[src/rtl/b4m_pkg.sv]
`timescale 1ns/1ps
package b4m_pkg;
  typedef enum logic [1:0] {
    MODE_START = 2'd0,
    MODE_LOW   = 2'd1,
    MODE_MID   = 2'd2,
    MODE_HIGH  = 2'd3
  } b4m_mode_e;
endpackage

[src/rtl/b4m_sync.sv]
`timescale 1ns/1ps
module b4m_sync #(
  parameter int W      = 3,
  parameter int STAGES = 2
) (
  input  logic         clk,
  input  logic         rst_n,
  input  logic [W-1:0] d,
  output logic [W-1:0] q
);
  logic [W-1:0] chain [STAGES];

  always_ff @(posedge clk or negedge rst_n) begin
    if (!rst_n) chain[0] <= '0;
    else        chain[0] <= d;
  end

  for (genvar s = 1; s < STAGES; s++) begin : g_stage
    always_ff @(posedge clk or negedge rst_n) begin
      if (!rst_n) chain[s] <= '0;
      else        chain[s] <= chain[s-1];
    end
  end

  assign q = chain[STAGES-1];
endmodule

[src/rtl/b4m_mode_fsm.sv]
`timescale 1ns/1ps
module b4m_mode_fsm
  import b4m_pkg::*;
(
  input  logic      clk,
  input  logic      rst_n,
  input  logic      start_s,
  input  logic      third_s,
  input  logic      twothird_s,
  input  logic      pwm_i,
  output b4m_mode_e mode_q,
  output b4m_mode_e mode_eff,
  output logic      pwm_rise,
  output logic      pwm_edge,
  output logic      preload_req,
  output logic      preload_full
);
  logic      pwm_q;
  logic      change;
  b4m_mode_e cand;
  b4m_mode_e last_cand;

  // candidate priority: startup, then upper threshold, then lower threshold
  always_comb begin
    if (start_s)         cand = MODE_START;
    else if (twothird_s) cand = MODE_HIGH;
    else if (third_s)    cand = MODE_MID;
    else                 cand = MODE_LOW;
  end

  assign pwm_rise = pwm_i & ~pwm_q;
  assign pwm_edge = pwm_i ^ pwm_q;
  // accept only at a period start, and only if seen at the previous start too
  assign change   = pwm_rise && (cand != mode_q) && (cand == last_cand);
  assign mode_eff = change ? cand : mode_q;

  always_ff @(posedge clk or negedge rst_n) begin
    if (!rst_n) begin
      pwm_q        <= 1'b0;
      mode_q       <= MODE_START;
      last_cand    <= MODE_START;
      preload_req  <= 1'b0;
      preload_full <= 1'b0;
    end else begin
      pwm_q       <= pwm_i;
      preload_req <= change;
      if (change) preload_full <= (cand < mode_q);
      if (pwm_rise) last_cand <= cand;
      mode_q <= mode_eff;
    end
  end
endmodule

[src/rtl/b4m_gate_map.sv]
`timescale 1ns/1ps
module b4m_gate_map
  import b4m_pkg::*;
#(
  parameter int DT_W = 4
) (
  input  logic            clk,
  input  logic            rst_n,
  input  b4m_mode_e       mode_eff,
  input  logic            pwm_i,
  input  logic            pwm_rise,
  input  logic            pwm_edge,
  input  logic [DT_W-1:0] dead_i,
  output logic            g1_q,
  output logic            g2_q,
  output logic            armed_q
);
  logic [DT_W-1:0] dt_q, dt_n;
  logic            hold_off;
  logic            live;
  logic            g1_n, g2_n;

  // dead-time: off for dead_i clocks counted from the edge that saw the toggle
  always_comb begin
    dt_n     = dt_q;
    hold_off = 1'b0;
    if (pwm_edge) begin
      hold_off = (dead_i != '0);
      dt_n     = hold_off ? dead_i - 1'b1 : '0;
    end else if (dt_q != '0) begin
      hold_off = 1'b1;
      dt_n     = dt_q - 1'b1;
    end
  end

  assign live = armed_q | pwm_rise;

  always_comb begin
    unique case (mode_eff)
      MODE_START: begin
        g1_n = pwm_i & live;
        g2_n = pwm_i & live;
      end
      MODE_LOW: begin
        g1_n = 1'b1;
        g2_n = pwm_i;
      end
      MODE_MID: begin
        g1_n = ~hold_off & pwm_i;
        g2_n = ~hold_off & ~pwm_i;
      end
      default: begin
        g1_n = 1'b0;
        g2_n = pwm_i;
      end
    endcase
  end

  always_ff @(posedge clk or negedge rst_n) begin
    if (!rst_n) begin
      dt_q    <= '0;
      g1_q    <= 1'b0;
      g2_q    <= 1'b0;
      armed_q <= 1'b0;
    end else begin
      dt_q <= dt_n;
      g1_q <= g1_n;
      g2_q <= g2_n;
      if (pwm_rise) armed_q <= 1'b1;
    end
  end
endmodule

[src/rtl/b4m_strobe.sv]
`timescale 1ns/1ps
module b4m_strobe #(
  parameter int DLY = 2
) (
  input  logic clk,
  input  logic rst_n,
  input  logic win,
  output logic stb
);
  localparam int          CW   = $clog2(DLY + 1);
  localparam logic [CW-1:0] LAST = CW'(DLY - 1);
  localparam logic [CW-1:0] FULL = CW'(DLY);

  logic [CW-1:0] cnt;

  always_ff @(posedge clk or negedge rst_n) begin
    if (!rst_n) begin
      cnt <= '0;
      stb <= 1'b0;
    end else if (!win) begin
      cnt <= '0;
      stb <= 1'b0;
    end else begin
      stb <= (cnt == LAST);
      if (cnt != FULL) cnt <= cnt + 1'b1;
    end
  end
endmodule

[src/rtl/boost4_mode_ctrl.sv]
`timescale 1ns/1ps
module boost4_mode_ctrl
  import b4m_pkg::*;
#(
  parameter int DT_W        = 4,
  parameter int SMP_DLY     = 2,
  parameter int SYNC_STAGES = 2
) (
  input  logic            clk,
  input  logic            rst_n,
  input  logic            start_i,
  input  logic            above_third_i,
  input  logic            above_twothird_i,
  input  logic            pwm_i,
  input  logic [DT_W-1:0] dead_cycles_i,
  output logic            gate_sw1_o,
  output logic            gate_sw2_o,
  output logic [1:0]      mode_o,
  output logic            preload_req_o,
  output logic            preload_full_o,
  output logic            strobe_top_o,
  output logic            strobe_bot_o
);
  localparam int NFLAG = 3;
  localparam int NWIN  = 2;

  logic [NFLAG-1:0] flags_s;
  b4m_mode_e        mode_q, mode_eff;
  logic             pwm_rise, pwm_edge, armed;
  logic [NWIN-1:0]  win, stb;

  b4m_sync #(.W(NFLAG), .STAGES(SYNC_STAGES)) u_sync (
    .clk   (clk),
    .rst_n (rst_n),
    .d     ({start_i, above_twothird_i, above_third_i}),
    .q     (flags_s)
  );

  b4m_mode_fsm u_fsm (
    .clk          (clk),
    .rst_n        (rst_n),
    .start_s      (flags_s[2]),
    .third_s      (flags_s[0]),
    .twothird_s   (flags_s[1]),
    .pwm_i        (pwm_i),
    .mode_q       (mode_q),
    .mode_eff     (mode_eff),
    .pwm_rise     (pwm_rise),
    .pwm_edge     (pwm_edge),
    .preload_req  (preload_req_o),
    .preload_full (preload_full_o)
  );

  b4m_gate_map #(.DT_W(DT_W)) u_gate (
    .clk      (clk),
    .rst_n    (rst_n),
    .mode_eff (mode_eff),
    .pwm_i    (pwm_i),
    .pwm_rise (pwm_rise),
    .pwm_edge (pwm_edge),
    .dead_i   (dead_cycles_i),
    .g1_q     (gate_sw1_o),
    .g2_q     (gate_sw2_o),
    .armed_q  (armed)
  );

  // window 0: second transistor on; window 1: second diode conducting
  assign win[0] = armed & gate_sw2_o;
  assign win[1] = armed & ((mode_q == MODE_MID) ? (gate_sw1_o & ~gate_sw2_o)
                                                : ~gate_sw2_o);

  for (genvar w = 0; w < NWIN; w++) begin : g_smp
    b4m_strobe #(.DLY(SMP_DLY)) u_stb (
      .clk   (clk),
      .rst_n (rst_n),
      .win   (win[w]),
      .stb   (stb[w])
    );
  end

  assign strobe_top_o = stb[0];
  assign strobe_bot_o = stb[1];
  assign mode_o       = mode_q;
endmodule

[config.mk]
export PLATFORM = sky130hd
export DESIGN_NAME = boost4_mode_ctrl
export DESIGN_NICKNAME = d
export VERILOG_FILES = /design/src/rtl/b4m_pkg.sv /design/src/rtl/b4m_sync.sv /design/src/rtl/b4m_mode_fsm.sv /design/src/rtl/b4m_gate_map.sv /design/src/rtl/b4m_strobe.sv /design/src/rtl/boost4_mode_ctrl.sv
export SDC_FILE = /design/constraint.sdc
export NUM_CORES = 1
export LEC_CHECK = 0
export BUFFER_PORTS_ARGS = -buffer_cell sky130_fd_sc_hd__buf_2
export CAP_MARGIN = 30
export CORE_AREA = 4 4 59 50
export DETAILED_ROUTE_END_ITERATION = 7
export DIE_AREA = 0 0 63 54
export HOLD_SLACK_MARGIN = 0.15
export MAX_ROUTING_LAYER = met4
export PLACE_DENSITY = 0.74
export SLEW_MARGIN = 30
export SYNTH_ARGS = -nofsm -noshare
export SYNTH_HDL_FRONTEND = slang
export SYNTH_SLANG_ARGS = --single-unit
[constraint.sdc]
create_clock -name clk -period 3.9 [get_ports clk]
set_input_delay 0.195 -clock clk [delete_from_list [all_inputs] [get_ports clk]]
set_output_delay 0.195 -clock clk [all_outputs]
set_load 0.01 [all_outputs]
==> impl_metrics.py <==
metrics = {
    "run_status": {
        "outcome": "finished clean",
    },
    "detailed_routing": {
        "highest_layer": "met4",
        "first_iter_violations": 63,
        "drc": 0,
        "dr_wl_met2_microns": 1170,
        "dr_wl_met3_microns": 129,
        "via_per_inst": 5.54,
        "antenna_left": 0,
        "drt_wl_total_microns": 2290,
        "dr.pass1.iters": 4,
        "num_vias": 942,
        "wl_per_cell_microns": 13.5,
        "drt-met1-wl_microns": 969,
    },
    "sta": {
        "setup_viol": 0,
        "fin_ws_ns": 1.06,
        "worst_clock_skew_ns": 0.00978,
        "worstMarginPinSlew_ns": 0.689,
        "slew_headroom": 0.535,
        "hold_viol_final": 0,
        "fin_tns_setup_ns": 0,
        "fmax_ghz": 0.352,
        "rsz0062_at_grt": "no",
        "period_share": 0.729,
        "fin_crit_ns": 2.84,
        "finalMaxSlewViolations": 0,
    },
    "synth": {
        "synth_edf_count": 0,
        "syn_avg_cell_area_sq_um": 10.6,
        "ys.flop_type": "dfrtp_1",
        "synth.distinct_cells": 32,
        "ys_ff_latch": 26,
        "synth_nets": 137,
        "ys_seq_area_frac": 0.522,
        "yosysWarningCount": 0,
        "syn_inst": 118,
        "synthArstFlopShare": 1.00,
        "synth.cell_area_sq_um": 1250,
    },
    "die": {
        "initial_core_util": 0.523,
        "die_y_microns": 54,
        "die_area_sq_um": 3400,
        "die_w_microns": 63,
        "core_area_sq_um": 2380,
        "ioPinCount": 18,
        "rows": 16,
    },
    "power": {
        "p_per_area_nw_per_um2": 531,
        "peakVddDrop_v": 0.000379,
        "power_mw": 0.777,
        "p_leak_nw": 0.714,
    },
    "critical_path": {
        "worstSetupPathDepth": 9,
        "path_delay_family": "simple AND/OR/NAND/NOR gates",
        "critPathMaxStageDelay_ns": 0.53,
        "setup.worst_path.start": "u_sync.q[0]",
        "critPathLaunchType": "flop",
        "r2r_slack_ns": 1.06,
        "crit_path_end": "u_gate.g1_q",
        "critPathCaptureType": "flop",
        "cp_num_buf_inv": 1,
        "reg2regPathDepth": 9,
        "path_cells": "nor2b_1, nor2_1, inv_1, ha_1, a21boi_0, nand2_1, a211o_1, or4b_1, nand3_1",
        "crit_type": "flop to flop",
        "critPathRequiredTime_ns": 4.16,
        "r2r-end": "u_gate.g1_q",
        "cp.arrival_ns": 3.10,
        "regToRegStartpoint": "u_sync.q[0]",
        "crit_fanout": 5,
        "crit_slowest_cell": "or4b_1",
    },
    "place": {
        "io_buffers": 17,
        "dp_hpwl_microns": 1700,
        "pre_cts_ws_ns": 1.11,
        "place_area_sq_um": 1360,
        "place_congestion": 0.880,
    },
    "layout": {
        "stdcell_area_sq_um": 1460,
        "num-nets-final": 163,
        "drive_above_1_share": 0.182,
        "syn2layout_area_growth_pct": 17.4,
        "final_cell_mix": "dfrtp_1 (26), buf_2 (17), inv_1 (14), nor2_1 (11), ha_1 (9)",
        "final_common_cell": "dfrtp_1",
        "diodes": 0,
        "utilization": 0.614,
    },
    "clocking": {
        "clock_path_buffers": 2,
        "ctsResizeCount": 0,
        "cts_buffers": 3,
        "cts_tree": "built",
        "h-tree-depth": 1,
        "clock-sinks": 26,
        "insertion_delay_ns": 0.32,
        "cts_root_buffer": "clkbuf_4",
        "path_clk_slew_ns": 0.14,
    },
    "global_route": {
        "grt_pass1_wl_microns": 4130,
        "antenna_found_initial": 0,
        "grt_start_max_net_pins": 27,
        "grt.overflow.total": 0,
        "grt_pass1_vias": 996,
        "track_usage": 0.162,
    },
    "min_path": {
        "min_path_type": "input pin to flop",
    },
    "job": {
        "maxCapViolCount": 0,
    },
}
-- sequential cells by signal, indices dropped and copies added, names as in the netlist --
name	count
u_gate.g1_q	1
u_gate.armed_q	1
u_fsm.last_cand	2
u_gate.g2_q	1
g_smp.u_stb.cnt	4
u_sync.q	3
u_fsm.mode_q	2
u_fsm.preload_req	1
u_sync.chain	3
g_smp.u_stb.stb	2
u_fsm.pwm_q	1
u_gate.dt_q	4
u_fsm.preload_full	1
-- Yosys cell counts, types with 2 or more instances --
| cell type | number | share of area |
|---|---|---|
| ha_1 | 9 | 0.090 |
| nor2_1 | 11 | 0.033 |
| xor2_1 | 3 | 0.021 |
| mux2_2 | 2 | 0.018 |
| nor3_1 | 4 | 0.016 |
| nand2_1 | 8 | 0.024 |
| o21a_1 | 2 | 0.012 |
| inv_1 | 14 | 0.042 |
| a211oi_1 | 4 | 0.024 |
| a21oi_1 | 7 | 0.028 |
| xnor2_1 | 3 | 0.021 |
| nand3_1 | 4 | 0.016 |
| o21ai_0 | 3 | 0.012 |
| dfrtp_1 | 26 | 0.52 |
-- metal layers --
metal / up-vias / global-route usage
li1: 453 / -
met1: 459 / 0.171
met2: 26 / 0.303
met3: 4 / 0.0438
met4: 0 / 0.0476
met5: - / -
-- timing repair --
item,CTS,global route
hold endpoints to repair,31,0
hold buffers,5,0
buffers inserted,0,0
-- worst reg2reg max path: stages (launching register included) --
cell      delay [ns]
dfrtp_1         0.41
nor2b_1         0.16
nor2_1          0.29
inv_1           0.08
ha_1            0.27
a21boi_0        0.41
nand2_1         0.14
a211o_1         0.39
or4b_1          0.53
nand3_1         0.11
-- how the worst min path moves through the flow --
stage | cells after the start | start | endpoint
final | 3 | dead_cycles_i[3] | u_gate.dt_q[3]
after global routing | 3 | dead_cycles_i[3] | u_gate.dt_q[3]
after CTS | 3 | dead_cycles_i[3] | u_gate.dt_q[3]
after detailed placement | 1 | rst_n | u_sync.q[0]
after global placement | 1 | rst_n | u_fsm.last_cand[0]
after floorplan | 0 | rst_n | g_smp[0].u_stb.cnt[0]
-- metrics by stage --
stage / hold slack (ns) / instances
3_3_place_gp: 0.221 / 161
5_1_grt: 0.217 / 170
4_1_cts: 0.222 / 170
3_5_place_dp: 0.217 / 161
2_1_floorplan: -0.101 / 118
6_report: 0.242 / 170
-- power breakdown --
group	internal [mW]	leakage, nW	switching, mW
Combinational	0.105	0.376	0.119
Sequential	0.327	0.310	0.0451
Clock	0.104	0.0279	0.0774
Total	0.536	0.714	0.241
-- cells by family after synthesis --
| kind of cell | after synthesis | share of synthesized area |
|---|---|---|
| buf+inv | 15 | 0.0462 |
| compound gates | 23 | 0.129 |
| mux | 3 | 0.0261 |
| fa+ha+maj | 9 | 0.0904 |
| xor+xnor | 6 | 0.0422 |
| simple gates | 36 | 0.145 |
| flops | 26 | 0.522 |
-- cell type report --
| type | instances | area, sq um |
|---|---|---|
| Multi-Input combinational cell | 77 | 538 |
| Clock buffer | 3 | 22.5 |
| Inverter | 14 | 52.6 |
| Clock inverter | 1 | 30.0 |
| Tap cell | 27 | 33.8 |
| Timing Repair Buffer | 22 | 135 |
| Fill cell | 197 | 920 |
| Sequential cell | 26 | 651 |
No activity file was read; power rests on OpenSTA's default activity.
